--- src/rtl/gpio_mmio_pkg.sv ---
package gpio_mmio_pkg;

    // Word addresses on the register bus.
    typedef enum logic [1:0] {
        REG_DATA = 2'd0,
        REG_SET  = 2'd1,
        REG_CLR  = 2'd2,
        REG_DIR  = 2'd3
    } gpio_reg_e;

    // One-hot write strobes derived from the bus.
    typedef struct packed {
        logic wr_data;
        logic wr_set;
        logic wr_clr;
        logic wr_dir;
    } gpio_wr_s;

    function automatic gpio_wr_s decode_write(input logic we, input gpio_reg_e sel);
        gpio_wr_s s;
        s.wr_data = we && (sel == REG_DATA);
        s.wr_set  = we && (sel == REG_SET);
        s.wr_clr  = we && (sel == REG_CLR);
        s.wr_dir  = we && (sel == REG_DIR);
        return s;
    endfunction

    function automatic bit width_supported(input int w);
        return (w == 8) || (w == 16) || (w == 32) || (w == 64);
    endfunction

endpackage

--- src/rtl/gpio_lane.sv ---
// Bus-word <-> pin-vector conversion. Byte swap and bit reversal are each
// self-inverse and commute, so one instance type serves both directions.
module gpio_lane #(
    parameter int W         = 32,
    parameter bit REV_BITS  = 1'b0,
    parameter bit BYTE_SWAP = 1'b0
) (
    input  logic [W-1:0] din,
    output logic [W-1:0] dout
);
    localparam int NBYTES = W / 8;

    logic [W-1:0] swapped;

    generate
        if (BYTE_SWAP) begin : g_swap
            for (genvar b = 0; b < NBYTES; b++) begin : g_byte
                assign swapped[8*b +: 8] = din[8*(NBYTES-1-b) +: 8];
            end
        end else begin : g_noswap
            assign swapped = din;
        end

        if (REV_BITS) begin : g_rev
            for (genvar n = 0; n < W; n++) begin : g_bit
                assign dout[n] = swapped[W-1-n];
            end
        end else begin : g_norev
            assign dout = swapped;
        end
    endgenerate
endmodule

--- src/rtl/gpio_sync.sv ---
// Two-stage synchronizer for the asynchronous pin inputs.
module gpio_sync #(
    parameter int W = 32
) (
    input  logic         clk,
    input  logic [W-1:0] async_in,
    output logic [W-1:0] sync_out
);
    logic [W-1:0] stage1;
    logic [W-1:0] stage2;

    always_ff @(posedge clk) begin
        stage1 <= async_in;
        stage2 <= stage1;
    end

    assign sync_out = stage2;
endmodule

--- src/rtl/gpio_regs.sv ---
// Output latch and direction latch, both kept in pin order.
module gpio_regs
    import gpio_mmio_pkg::*;
#(
    parameter int W       = 32,
    parameter bit DIR_OUT = 1'b1
) (
    input  logic         clk,
    input  logic         rst,
    input  gpio_wr_s     wr,
    input  logic [W-1:0] wval,
    output logic [W-1:0] out_q,
    output logic [W-1:0] dir_q
);
    // Reset value of the direction latch: all pins inputs.
    localparam logic [W-1:0] DIR_RST = DIR_OUT ? '0 : '1;

    logic [W-1:0] out_d;

    always_comb begin
        out_d = out_q;
        if (wr.wr_data)
            out_d = wval;
        else if (wr.wr_set)
            out_d = out_q | wval;
        else if (wr.wr_clr)
            out_d = out_q & ~wval;
    end

    always_ff @(posedge clk) begin
        if (rst) begin
            out_q <= '0;
            dir_q <= DIR_RST;
        end else begin
            out_q <= out_d;
            if (wr.wr_dir)
                dir_q <= wval;
        end
    end
endmodule

--- src/rtl/gpio_mmio_port.sv ---
module gpio_mmio_port
    import gpio_mmio_pkg::*;
#(
    parameter int W         = 32,
    parameter bit DIR_OUT   = 1'b1,
    parameter bit REV_BITS  = 1'b0,
    parameter bit BYTE_SWAP = 1'b0
) (
    input  logic         clk,
    input  logic         rst,
    input  logic [1:0]   bus_addr,
    input  logic         bus_we,
    input  logic [W-1:0] bus_wdata,
    output logic [W-1:0] bus_rdata,
    input  logic [W-1:0] pin_in,
    output logic [W-1:0] pin_out,
    output logic [W-1:0] pin_oe
);
    generate
        if (!width_supported(W)) begin : g_bad_width
            $error("gpio_mmio_port: width must be 8, 16, 32 or 64");
        end
        if (BYTE_SWAP && (W == 64)) begin : g_bad_swap
            $error("gpio_mmio_port: byte swap is not available at width 64");
        end
    endgenerate

    gpio_reg_e    sel;
    gpio_wr_s     wr;
    logic [W-1:0] wval_pins;
    logic [W-1:0] in_sync;
    logic [W-1:0] out_q;
    logic [W-1:0] dir_q;
    logic [W-1:0] rd_pins;

    assign sel = gpio_reg_e'(bus_addr);
    assign wr  = decode_write(bus_we, sel);

    gpio_lane #(.W(W), .REV_BITS(REV_BITS), .BYTE_SWAP(BYTE_SWAP)) u_lane_wr (
        .din  (bus_wdata),
        .dout (wval_pins)
    );

    gpio_sync #(.W(W)) u_sync (
        .clk      (clk),
        .async_in (pin_in),
        .sync_out (in_sync)
    );

    gpio_regs #(.W(W), .DIR_OUT(DIR_OUT)) u_regs (
        .clk   (clk),
        .rst   (rst),
        .wr    (wr),
        .wval  (wval_pins),
        .out_q (out_q),
        .dir_q (dir_q)
    );

    always_comb begin
        unique case (sel)
            REG_DATA: rd_pins = in_sync;
            REG_SET:  rd_pins = out_q;
            REG_CLR:  rd_pins = '0;
            REG_DIR:  rd_pins = dir_q;
            default:  rd_pins = '0;
        endcase
    end

    gpio_lane #(.W(W), .REV_BITS(REV_BITS), .BYTE_SWAP(BYTE_SWAP)) u_lane_rd (
        .din  (rd_pins),
        .dout (bus_rdata)
    );

    assign pin_out = out_q;
    assign pin_oe  = DIR_OUT ? dir_q : ~dir_q;
endmodule

--- config.mk ---
export PLATFORM = sky130hd
export DESIGN_NAME = gpio_mmio_port
export DESIGN_NICKNAME = d
export VERILOG_FILES = /design/src/rtl/gpio_mmio_pkg.sv /design/src/rtl/gpio_lane.sv /design/src/rtl/gpio_sync.sv /design/src/rtl/gpio_regs.sv /design/src/rtl/gpio_mmio_port.sv
export SDC_FILE = /design/constraint.sdc
export NUM_CORES = 1
export LEC_CHECK = 0
export BUFFER_PORTS_ARGS = -buffer_cell sky130_fd_sc_hd__buf_2
export CORE_MARGIN = 2
export CORE_UTILIZATION = 45
export CTS_CLUSTER_DIAMETER = 120
export DETAILED_ROUTE_END_ITERATION = 7
export PLACE_DENSITY = 0.74
export RECOVER_POWER = 100
export SYNTH_ARGS = -nofsm -noshare
export SYNTH_HDL_FRONTEND = slang
export SYNTH_SLANG_ARGS = --single-unit
--- constraint.sdc ---
create_clock -name clk -period 1.7 [get_ports clk]
set_input_delay 0.17 -clock clk [delete_from_list [all_inputs] [get_ports clk]]
set_output_delay 0.17 -clock clk [all_outputs]
set_load 0.01 [all_outputs]
* Word level (Yosys, flattened, before mapping)
Index checks and enable logic that the tools add are counted.
Operators by class: reductions and logical operators 6, multiplexer cells 4, shift-type cells 0, equality and inequality tests 3, bitwise gates (word level) 3, multiply operators 0, order comparisons 0, div/mod/pow operators 0, $add $sub $neg 0
Operator list (number):
- 32-bit one-hot mux with 4 select lines | 1
- 32-bit two-way mux | 3
- 32-bit bitwise AND | 1
- 32-bit inverter | 1
- 32-bit OR | 1
- 2-bit == test (second input constant) | 2
- 1-bit logical AND | 4
- 3-bit nonzero test | 1
- 2-bit by 1-bit == test with 1-bit output (second input constant) | 1
- 2-bit zero test | 1
Storage, ports and cells: word-level logic and storage cells 20, bits in writable memories 0, ROM bits 0, bits in latches 0, input bits 69, memories kept 0, bits in registers 128

* Logic depth before layout (Yosys ltp)
depth in word-level cells 5, depth in mapped cells 6, mapped depth without buffers 3

* Hierarchy
Synthesis repeated with hierarchy kept, for this count alone.
Unflattened totals: cell total of the unflattened synthesis 456, area, all modules 4996.0 sq um
Modules (own cells, without submodules):
- gpio_regs | instances 1, cells an instance 247, area an instance 2382.3 sq um
- gpio_sync | instances 1, cells an instance 64, area an instance 1281.2 sq um
- gpio_mmio_port | instances 1, cells an instance 81, area an instance 852.1 sq um
- gpio_lane | instances 2, cells an instance 32, area an instance 240.2 sq um

* Least setup slack after synthesis
OpenSTA, ideal clock, no wires.
path type input-to-output, from in bus_addr[1], to out bus_rdata[11], required time 1.530 ns, setup slack 0.593 ns, cell stages on the path 4, data arrival time 0.937 ns, path buffers 2, cell sequence buf_6 -> buf_6 -> mux2_4 -> a22o_1
Between the ends: longest elaborated chain between the ends 2, elaborated cells between the ends (all ways) 5, those cells by class eq/ne (3); mux (1); reduce/logical (1)
Ends and longest elaborated chain:
- start, declared | line gpio_mmio_port.sv:11 | input logic [1:0] bus_addr,
- 2-bit == test (tied with other cells) | line gpio_mmio_port.sv:60 | unique case (sel)
- 32-bit one-hot mux with 4 select lines (*) | line gpio_mmio_port.sv:60
- end, declared | line gpio_mmio_port.sv:14 | output logic [W-1:0] bus_rdata,
Mark *: on every way between the ends. The rest lies on a longest branch, timed or not.

* Worst setup path in the final report
from in bus_addr[1], to out bus_rdata[26]
The elaborated chain is that of the path after synthesis.

==> results.yml <==
outcome:
  status: "finished clean"
yosys:
  synth_edf_count: 0
  synth_top_area_cell: "dfxtp_1"
  netlist_top_cells_count: "dfxtp_1 (128), nand2_1 (96), a21oi_1 (64)"
  synth_most_common_cell: "dfxtp_1"
  syn_inst: 456
  ys_async_sr_fraction_pct: 0
  synth_top_cells_by_area: "dfxtp_1 (57%), nand2_1 (8.0%), a21oi_1 (7.1%)"
  syn_area_um2: 4504
  synth_flop_cell: "dfxtp_1"
  synth.top_cell.area_share_pct: 56.89
  yosys_register_bits: 128
  yosysWarnings: 0
  synthDistinctLibCells: 19
  synth_nets: 525
  yosysSeqAreaShare_pct: 56.89
  syn_area_per_cell_um2: 9.878
job:
  max_cap_viol_count: 0
clock_tree:
  path_clk_slew_ns: 0.05
  htreeDepth: 4
  clockBufferDepth: 2
  cts_resized: 0
  root_buffer: "clkbuf_8"
  cts_setup_buffers: 0
  cts_made_buffers: 17
  insertion_delay_ns: 0.52
  cts_tree: "yes"
  numClockSinks: 128
floorplanning:
  initial_core_util_pct: 46.30
  die_area_um2: 10830
  coreArea_um2: 9729
  die_h_um: 104.0
  num_io_pins: 165
  die_x_um: 104.0
  fp-row-count: 36
timing:
  finalHoldViolations: 0
  slew_violations: 0
  slew-limit-headroom_pct: 37.69
  fin_crit_ns: 1.679
  hold_ws_ns: 0.1128
  rsz0062_at_grt: "yes"
  worstMarginPinSlew_ns: 0.9325
  setup_viol_count_final: 0
  timing.fmax_mhz: 595.7
  fin_crit_sh_pct: 98.75
  clock-skew-final_ns: 0.004940
final_layout:
  utilization_pct: 67.72
  antenna_cells: 0
  nNetsFinal: 752
  synthToLayoutAreaGrowth_pct: 46.28
  final_layout_size_suffix_gt1_share_pct: 22.73
setup_path:
  cp.required_ns: 1.53
  cp-end-kind: "output port"
  arrival_ns: 1.51
  cp_max_fo: 32
  crit_type: "input pin to output port"
  critPathLaunchType: "input pin"
  r2r_cells: 2
  r2r_slack_ns: 0.98
routing:
  vias: 4190
  vias_per_cell: 5.060
  drtAntennaViolNets: 0
  wl_per_cell_um: 16.13
  drtPass1Iterations: 5
  routed_wl_um: 13350
  drc: 0
  drt_iter0_drc: 186
pwr:
  sequentialPowerShare_pct: 41.7
  comb_power_share_pct: 9.6
  leakage_nw: 2.720
  swShare_pct: 21.66
  p_per_area_nw_per_um2: 1170
  p_switching_w: 0.001669
  clockPowerShare_pct: 48.7
  internal_power_w: 0.006037
  ir_drop_mv: 0.6217
global_routing:
  gr-total-overflow: 0
  grt_pass1_wl_um: 21390
  antenna_found_initial: 0
  grt_pass1_vias: 4431
  grt_max_degree: 33
  grt_usage_pct: 24.81
placed_design:
  place_hpwl_um: 8153
  place.gp.congestion: 0.7522
  port_buffers: 164
worst_hold_path:
  holdPathStages: 2
  min_path_type: "input pin to flop"
==> area by class of cell <==
| cell class | instances | area [um^2] |
|---|---|---|
| clock buffer | 26 | 488.0 |
| clock inverter | 5 | 125.1 |
| fill | 794 | 3141 |
| multi-input combinational | 293 | 1749 |
| sequential | 128 | 2562 |
| tap | 133 | 166.4 |
| timing repair buffer | 243 | 1498 |
==> metrics by stage <==
step           power [W]  cell area, um^2  instances   TNS (ns)  worst slack [ns]
4_1_cts         0.007759             6703        828          0           0.06442
3_5_place_dp    0.003909             5449        733          0            0.1482
3_3_place_gp    0.003883             5449        733          0            0.1794
5_1_grt         0.007978             6589        828  -0.003196         -0.003196
2_1_floorplan   0.003615             4504        456          0            0.5934
6_report        0.007706             6589        828          0           0.02121
==> final timing paths <==
| path | startpoint | end |
|---|---|---|
| worst max-delay path | bus_addr[1] | bus_rdata[26] |
| worst min-delay path | rst | flop |
| worst max register to register | flop | flop |
| worst min register to register | u_sync.stage1[17] | u_sync.sync_out[17] |
==> cell usage in the layout (no fill, tap or decap), drive strengths merged <==
master       netlist  final
dfxtp            128    128
clkbuf            13    122
nand2             96     96
buf               22     83
a21oi             64     64
dlygate4sd3        0     64
nor2b             33     33
a22o              32     32
o21ai             32     32
mux2              32     32
bufinv             0      4
nor2               1      1
nand2b             1      1
and3               1      1
nand3              1      1
clkinv             0      1
==> critical path, cell delays in order <==
cell    delay (ns)
buf_2         0.16
nor2_4        0.72
a22o_1        0.30
buf_2         0.15
==> power by group through the flow <==
stage / combinational [W] / clock [W] / sequential (W)
final: 0.000738 / 0.00375 / 0.00322
after CTS: 0.000755 / 0.00379 / 0.00321
after global routing: 0.000795 / 0.00395 / 0.00323
after floorplan: 0.000328 / 0 / 0.00329
after detailed placement: 0.000633 / 0 / 0.00328
after global placement: 0.000614 / 0 / 0.00327
==> cells by family after synthesis <==
logic type / synth area share (%)
simple gates: 13.11
compound gates: 16.89
flops: 56.89
buf+inv: 4.444
mux: 8.667
==> metal layers <==
layer  GRT usage [%]  vias up  routed length [um]  part of all wire (%)
met1           28.37     1981                5464                    41
li1                -     2006                   -                     -
met3           6.140       38                 725                   5.4
met5               0        -                   0                     0
met2           42.43      165                6756                    51
met4           13.71        0                 406                   3.0
==> repair_timing <==
| action | CTS | global route |
|---|---|---|
| setup endpoints to repair | 0 | 1 |
| endpoints found under the hold margin | 96 | 0 |
| hold buffers | 64 | 0 |
Note: power is estimated with default switching activity, not from simulation.
